`src/rtl/sem_pkg.sv`:
```
// Package: shared view codes and tag bit positions for the semaphore cell.
// Assumes a 4-bit view field; positions are fixed by the shared tag layout.
package sem_pkg;
    typedef enum logic [3:0] {
        VIEW_RAW      = 4'd0,
        VIEW_TAG      = 4'd1,
        VIEW_Q_WAIT   = 4'd2,
        VIEW_Q_POLL   = 4'd3,
        VIEW_SEM_WAIT = 4'd4,
        VIEW_SEM_POLL = 4'd5
    } view_e;

    localparam int TAG_E_POS = 0;
    localparam int TAG_F_POS = 1;
    localparam int TAG_T_POS = 16;
    localparam int TAG_Q_POS = 17;

    typedef struct packed {
        logic t;
        logic f;
        logic e;
    } tag_t;
endpackage

```
`src/rtl/sem_count.sv`:
```
// Saturating up/down counter of the semaphore.
// Assumes inc and dec are never high together (single request port).
module sem_count #(
    parameter int CNT_W = 16
) (
    input  logic             clk,
    input  logic             rst_n,
    input  logic             inc,
    input  logic             dec,
    output logic [CNT_W-1:0] cnt
);
    localparam logic [CNT_W-1:0] CNT_MAX = {CNT_W{1'b1}};

    // Counter update: saturate at top, floor at zero.
    always_ff @(posedge clk) begin
        if (!rst_n)
            cnt <= '0;
        else if (inc && cnt != CNT_MAX)
            cnt <= cnt + 1'b1;
        else if (dec && cnt != '0)
            cnt <= cnt - 1'b1;
    end


    sat_hold_chk: assert property (@(posedge clk) disable iff (!rst_n)
        (inc && cnt == CNT_MAX) |=> (cnt == CNT_MAX));

    inc_step_chk: assert property (@(posedge clk) disable iff (!rst_n)
        (inc && cnt != CNT_MAX) |=> (cnt == $past(cnt) + 1'b1));

    dec_step_chk: assert property (@(posedge clk) disable iff (!rst_n)
        (dec && cnt != '0) |=> (cnt == $past(cnt) - 1'b1));
endmodule

```
`src/rtl/sem_waitlist.sv`:
```
// Records blocked requesters and releases all of them on a give.
// Assumes add and release are never high together.
module sem_waitlist #(
    parameter int NREQ = 8,
    localparam int ID_W = $clog2(NREQ)
) (
    input  logic            clk,
    input  logic            rst_n,
    input  logic            add,
    input  logic [ID_W-1:0] add_id,
    input  logic            release_all,
    output logic [NREQ-1:0] wake
);
    logic [NREQ-1:0] waiters;

    // Waiter bitmap: set on a blocked take, cleared on a give.
    always_ff @(posedge clk) begin
        if (!rst_n)
            waiters <= '0;
        else if (release_all)
            waiters <= '0;
        else if (add)
            waiters <= waiters | (NREQ'(1) << add_id);
    end

    // Wake pulse: one cycle, only when a give finds waiters.
    always_ff @(posedge clk) begin
        if (!rst_n)
            wake <= '0;
        else
            wake <= (release_all && |waiters) ? waiters : '0;
    end


    wake_match_chk: assert property (@(posedge clk) disable iff (!rst_n)
        (release_all && |waiters) |=> (wake == $past(waiters)));

    list_clear_chk: assert property (@(posedge clk) disable iff (!rst_n)
        release_all |=> (waiters == '0));

    add_record_chk: assert property (@(posedge clk) disable iff (!rst_n)
        add |=> waiters[$past(add_id)]);
endmodule

```
`src/rtl/sem_cell.sv`:
```
// Top: decodes the view of each request and drives the counter, the waiter
// list and the tag bits. Read data and stall are combinational.
// Assumes at most one request per cycle and DATA_W > 17.
module sem_cell #(
    parameter int DATA_W = 32,
    parameter int CNT_W  = 16,
    parameter int NREQ   = 8,
    localparam int ID_W  = $clog2(NREQ)
) (
    input  logic              clk,
    input  logic              rst_n,
    input  logic              req_valid,
    input  logic              req_write,
    input  logic [3:0]        req_view,
    input  logic [ID_W-1:0]   req_id,
    input  logic [DATA_W-1:0] req_wdata,
    output logic [DATA_W-1:0] rdata_o,
    output logic              stall_o,
    output logic [NREQ-1:0]   wake_o
);
    import sem_pkg::*;

    logic [CNT_W-1:0] cnt;
    logic             sem_view, take, give, dec, block, tag_wr;
    tag_t             tag;

    // Request classification.
    always_comb begin
        sem_view = (req_view == VIEW_SEM_WAIT) || (req_view == VIEW_SEM_POLL);
        take     = req_valid && !req_write && sem_view;
        give     = req_valid &&  req_write && sem_view;
        dec      = take && cnt != '0;
        block    = req_valid && !req_write && req_view == VIEW_SEM_WAIT && cnt == '0;
        tag_wr   = req_valid &&  req_write && req_view == VIEW_TAG;
    end

    sem_count #(.CNT_W(CNT_W)) u_count (
        .clk(clk), .rst_n(rst_n), .inc(give), .dec(dec), .cnt(cnt)
    );

    sem_waitlist #(.NREQ(NREQ)) u_wait (
        .clk(clk), .rst_n(rst_n), .add(block), .add_id(req_id),
        .release_all(give), .wake(wake_o)
    );

    // Tag bits: loaded by a tag-view write.
    always_ff @(posedge clk) begin
        if (!rst_n)
            tag <= '0;
        else if (tag_wr)
            tag <= '{t: req_wdata[TAG_T_POS], f: req_wdata[TAG_F_POS],
                     e: req_wdata[TAG_E_POS]};
    end

    // Read data mux by view.
    always_comb begin
        rdata_o = '0;
        if (req_valid && !req_write) begin
            case (req_view)
                VIEW_RAW, VIEW_SEM_WAIT, VIEW_SEM_POLL:
                    rdata_o = DATA_W'(cnt);
                VIEW_TAG: begin
                    rdata_o[TAG_T_POS] = tag.t;
                    rdata_o[TAG_F_POS] = tag.f;
                    rdata_o[TAG_E_POS] = tag.e;
                    rdata_o[TAG_Q_POS] = 1'b0;
                end
                VIEW_Q_WAIT, VIEW_Q_POLL:
                    rdata_o = '0;
                default:
                    rdata_o = '1;
            endcase
        end
    end

    assign stall_o = block;


    stall_zero_chk: assert property (@(posedge clk) disable iff (!rst_n)
        stall_o |-> (cnt == '0 && rdata_o == '0));

    idle_data_chk: assert property (@(posedge clk) disable iff (!rst_n)
        !req_valid |-> (rdata_o == '0 && !stall_o));
endmodule

```
`config.mk`:
```
export PLATFORM = sky130hd
export DESIGN_NAME = sem_cell
export DESIGN_NICKNAME = d
export VERILOG_FILES = /design/src/rtl/sem_pkg.sv /design/src/rtl/sem_count.sv /design/src/rtl/sem_waitlist.sv /design/src/rtl/sem_cell.sv
export SDC_FILE = /design/constraint.sdc
export NUM_CORES = 1
export LEC_CHECK = 0
export BUFFER_PORTS_ARGS = -buffer_cell sky130_fd_sc_hd__buf_4
export CAP_MARGIN = 20
export CORE_MARGIN = 2
export CORE_UTILIZATION = 25
export CTS_CLUSTER_SIZE = 12
export DETAILED_ROUTE_END_ITERATION = 6
export GPL_TIMING_DRIVEN = 0
export SYNTH_ARGS = -nofsm -noshare
export SYNTH_HDL_FRONTEND = slang
export SYNTH_SLANG_ARGS = --single-unit
```
`constraint.sdc`:
```
create_clock -name clk -period 3.5 [get_ports clk]
set_input_delay 0.35 -clock clk [delete_from_list [all_inputs] [get_ports clk]]
set_output_delay 0.35 -clock clk [all_outputs]
set_load 0.02 [all_outputs]
```
=== Word-level counts from Yosys, hierarchy flattened ===
Index checks and enable logic that the tools add are counted.

* Register bits after elaboration: 35
* Output and inout bits: 41
* Logic and storage cells: 49

* Add/subtract/negate cells: 2
* Equality and inequality tests: 6
* Shifts and indexed selects: 1
* Muxes and demuxes: 7
* Bitwise operators: 2
* Reduce and logical (&&, ||, !) cells: 25

{| class="wikitable"
|+ Operators by type and width
! kind !! number
|-
| 2-to-1 mux 16 bit || 2
|-
| 2-to-1 mux 32 bit || 1
|-
| case mux 14 bit (2 select lines) || 1
|-
| adder 16 x 1 -> 16 bit (second input constant) || 1
|-
| zero test 16 bit || 1
|-
| inequality test 16 bit (second input constant) || 1
|-
| nonzero test 16 bit || 1
|-
| subtractor 16 x 1 -> 16 bit (second input constant) || 1
|-
| 2-to-1 mux 14 bit || 1
|-
| logical AND 1 bit || 11
|-
| equality test 4 x 2 -> 1 bit (second input constant) || 2
|-
| equality test 4 x 3 -> 1 bit (second input constant) || 2
|-
| bitwise OR 8 bit || 1
|-
| OR reduction 8 bit || 1
|-
| << shifter 1 x 3 -> 8 bit (first input constant) || 1
|-
| case mux 2 bit (3 select lines) || 1
|-
| OR reduction 3 bit || 2
|-
| OR reduction 6 bit || 1
|-
| OR reduction 5 bit || 1
|-
| equality test 4 x 1 -> 1 bit (second input constant) || 1
|-
| zero test 4 bit || 1
|-
| case mux 2 bit (2 select lines) || 1
|-
| OR reduction 2 bit || 2
|-
| AND reduction 2 bit || 1
|-
| other kinds (4) || 4
|}

=== Depth between registers and ports, before layout ===
* Word-level depth: 7
* Depth in mapped cells: 13
* Depth with buffers taken out: 11

=== By module ===
From an unflattened synthesis, not the netlist that was laid out.

* Cell total of the unflattened synthesis: 275
* Area, all modules: 2404.8 um^2

{| class="wikitable"
|+ Modules (own cells, without submodules)
! module !! times used !! cells each !! area an instance (um^2) !! sequential area each (um^2)
|-
| sem_count || 1 || 156 || 1347.5 || 320.3
|-
| sem_cell || 1 || 70 || 533.0 || 60.1
|-
| sem_waitlist || 1 || 49 || 524.3 || 320.3
|}

=== Worst setup path after synthesis ===
Ideal clock, no wire load.

* Kind: register -> register
* Start: register u_count.cnt[14]
* End: register u_count.cnt[9]
* Setup time: 0.128 ns
* Arrival time: 2.778 ns
* Data required time: 3.372 ns
* Setup slack: 0.594 ns
* Cell stages (with the launch flop): 12
* Path buffers: 0
* Clock period less this slack: 2.906 ns
* Path through: dfxtp_1 -> nand4_1 -> nor4_4 -> nor2_1 -> inv_1 -> ha_1 -> a21o_1 -> a21oi_1 -> a21oi_2 -> o21ai_0 -> nor4b_1 -> nor4_2

* Cells in the longest elaborated chain, start to end: 4

{| class="wikitable"
|+ RTL lines
! element !! line !! RTL
|-
| start: declaration || sem_count.sv:10 || <nowiki>output logic [CNT_W-1:0] cnt</nowiki>
|-
| start signal: assignment || sem_count.sv:19 || <nowiki>cnt <= cnt + 1'b1;</nowiki>
|-
| start signal: assignment || sem_count.sv:21 || <nowiki>cnt <= cnt - 1'b1;</nowiki>
|-
| nonzero test 16 bit || sem_count.sv:20, sem_cell.sv:32 ||
|-
| logical AND 1 bit || sem_cell.sv:32 || <nowiki>dec = take && cnt != '0;</nowiki>
|-
| logical AND 1 bit || sem_count.sv:20 || <nowiki>else if (dec && cnt != '0)</nowiki>
|-
| nonzero test 2 bit (no line) || - ||
|}

Several ways; a longest one is shown, not always the timed one.
A chain may end at the register's enable or synchronous reset.

=== Worst setup path in the final report ===
* Start: register u_count.cnt[8]
* End: register u_count.cnt[9]

* Cells in the longest elaborated chain, start to end: 4

{| class="wikitable"
|+ RTL lines
! element
|-
| parallel branches: the longest is 4 deep, another holds subtractor 16 x 1 -> 16 bit
|}

Parallel ways; which one is timed is not known. The select of a mux whose other input is x is not followed.

==> qor.yml <==
status:
  status: "complete, no violations"
clock_network:
  cts_tree: "done"
  htree_levels: 2
  postCtsHoldBufs: 0
  cts_buffer_depth: 2
  cts-root-buf: "clkbuf_8"
  clock_latency_ns: 0.29
  cts_num_sinks: 35
  numCtsBuffers: 5
  clkTransAtPathRegs_ns: 0.08
routing:
  wl_per_cell_um: 13.65
  via_count: 2446
  firstDrtPassIters: 4
  wirelength_um: 6854
  via_per_inst: 4.873
  remaining_drc_errors: 0
  antenna_left: 0
  dr.first_iter.drc_count: 149
cells_and_area:
  syn_to_final_growth_pct: 26.35
  final_core_util: 0.3201
  antenna_cells: 0
  nNetsFinal: 424
  drive_gt1_frac: 0.2596
  final_area_um2: 3246
critical_path:
  arrival_ns: 3.45
  critical_path.top_delay_family: "simple AND/OR/NAND/NOR gates"
  path_class: "register to register"
  slowest_stage: "nor4_4"
  path_buf_inv: 1
  start_kind: "register"
  max_stage_delay_ns: 0.54
  path_cells: "nand4_1 -> nor4_4 -> nor2_1 -> inv_2 -> ha_1 -> a21o_1 -> a21oi_1 -> a21oi_2 -> o21ai_0 -> nor4b_1 -> nor4_2"
  cp_max_fo: 15
  cp-end-kind: "register"
  cp_data_required_time_ns: 3.67
die:
  die_height_um: 105.4
  initial_core_util: 0.2534
  ios: 84
  dieArea_um2: 11100
  num_rows: 37
  die_w_um: 105.4
  core-area_um2: 10140
logic_synthesis:
  synth_area_per_cell_um2: 8.394
  ys_seq_elements: 35
  synthArstFlopShare: 0
  synth.area.top_cells: "dfxtp_1 27%, ha_1 7.3%, o21a_1 6.1%"
  yosys.area.top_type: "dfxtp_1"
  synth_fp_nets: 365
  synthFlopType: "dfxtp_1"
  yosys_warnings: 0
  yosysSeqAreaShare: 0.2728
  synth_area_um2: 2569
  syn_inst: 306
  synth-edff-count: 0
  synth_top_area_frac: 0.2728
  synth_cell_type_count: 56
placement:
  dp_hpwl_um: 5145
  port_buffers: 52
  gp_congestion: 0.8654
  place_area_um2: 3129
global_routing:
  grt_max_degree: 16
  antenna_found_initial: 0
  grt-ovfl-total: 0
  first_global_vias: 2367
  grt_pass1_wl_um: 11270
  grt.total_usage: 0.1237
sta:
  finalMaxSlewViolations: 0
  finalCritPeriodShare: 0.9357
  finalHoldViolCount: 0
  fmax_ghz: 0.3054
  relSlewSlack: 0.4820
  setup_viol: 0
  layout_min_cycle_time_ns: 3.275
  fin_tns_setup_ns: 0
  rsz0062_at_grt: "false"
  skew_ns: 0.008129
  worst_slew_pin_slew_ns: 0.7742
flow_run:
  drv_cap: 0
power:
  powerDensity_nw_per_um2: 344.7
  power.leakage_nw: 1.403
  total_power_mw: 1.119
  ir_drop_uv: 150.7
min_path:
  hold_path_class: "input port to register"
## metrics by stage
stage	worst slack, ns	hold slack [ns]	cells
floorplan	0.5942	0.4507	306
global placement	0.1027	0.4755	494
detailed placement	0.04454	0.4797	494
CTS	0.03278	0.2904	502
global route	0.01372	0.3247	502
finish	0.2252	0.2921	502
## cell usage after synthesis (all sizes together), types with 7 or more instances
cell,instances
nand3,11
nand2,20
o21a,21
buf,17
and2,12
nor2,23
nor3,10
ha,15
or3,7
a21oi,26
nor4,9
o21ai,8
a21o,9
dfxtp,35
inv,13
## cells in the final DEF (no fill, tap or decap), drive strengths merged, types with 10 or more instances in the layout
master,netlist,final
ha,15,15
buf,17,69
clkbuf,6,11
nor3,10,10
o21a,21,21
nand2,20,20
dfxtp,35,35
and2,12,12
nor2,23,23
a21oi,26,26
nand3,11,11
inv,13,13
## flip-flops by register name, summed over array words and instances, names as in the netlist
signal / cells
tag: 3
u_count.cnt: 16
u_wait.waiters: 8
u_wait.wake: 8
## metal layers
| metal | vias up | track usage | share of wire |
|---|---|---|---|
| met1 | 1134 | 0.1685 | 0.47 |
| met2 | 69 | 0.1968 | 0.46 |
| met5 | - | 0 | 0 |
| li1 | 1235 | - | - |
| met4 | 0 | 0.04476 | 0.021 |
| met3 | 8 | 0.01979 | 0.044 |
## worst paths after layout
check,startpoint,to,slack (ns),cells past startpoint
max reg2reg,u_count.cnt[8]$_SDFFE_PN0P_,u_count.cnt[9]$_SDFFE_PN0P_,0.23,11
min,req_wdata[16],tag[2]$_SDFFE_PN0P_,0.29,3
min reg2reg,u_wait.waiters[1]$_SDFFE_PP0P_,u_wait.wake[1]$_SDFF_PN0_,0.49,1
max,u_count.cnt[8]$_SDFFE_PN0P_,u_count.cnt[9]$_SDFFE_PN0P_,0.23,11
## worst reg2reg max path, cell delays in order (launching register included)
cell	delay, ns
dfxtp_1	0.43
nand4_1	0.18
nor4_4	0.54
nor2_1	0.15
inv_2	0.27
ha_1	0.35
a21o_1	0.21
a21oi_1	0.21
a21oi_2	0.14
o21ai_0	0.25
nor4b_1	0.34
nor4_2	0.08
## cell families (layout without fill, tap and decap cells)
kind of cell / after synthesis / after routing / share of synthesized area
XOR/XNOR: 3 / 3 / 0.01023
adder cells (fa/ha/maj): 16 / 16 / 0.08086
AO/OA/AOI/OAI: 96 / 96 / 0.2757
AND/OR/NAND/NOR: 117 / 117 / 0.2630
flip-flops: 35 / 35 / 0.2728
buffers and inverters: 36 / 96 / 0.08573
multiplexers: 3 / 3 / 0.01169
## power by group
group	switching [mW]	total (mW)	leakage [nW]	internal (mW)
sequential	0.0123	0.419	0.283	0.406
combinational	0.185	0.317	1.06	0.132
clock	0.170	0.383	0.0581	0.212
total	0.367	1.12	1.40	0.751
## what timing repair did
| action | 4_1_cts | 5_1_grt |
|---|---|---|
| setup buffers | 0 | 0 |
| setup endpoints to repair | 0 | 9 |
| resized for setup | 0 | 2 |
## final cells by class
class	instances	area, um2
Fill cell	1061	6893
Multi-Input combinational cell	235	1652
Sequential cell	35	700.7
Timing Repair Buffer	52	390.4
Buffer	23	171.4
Tap cell	136	170.2
Clock buffer	5	68.82
Inverter	13	48.80
Clock inverter	3	43.79
(Power assumes the default switching activity.)
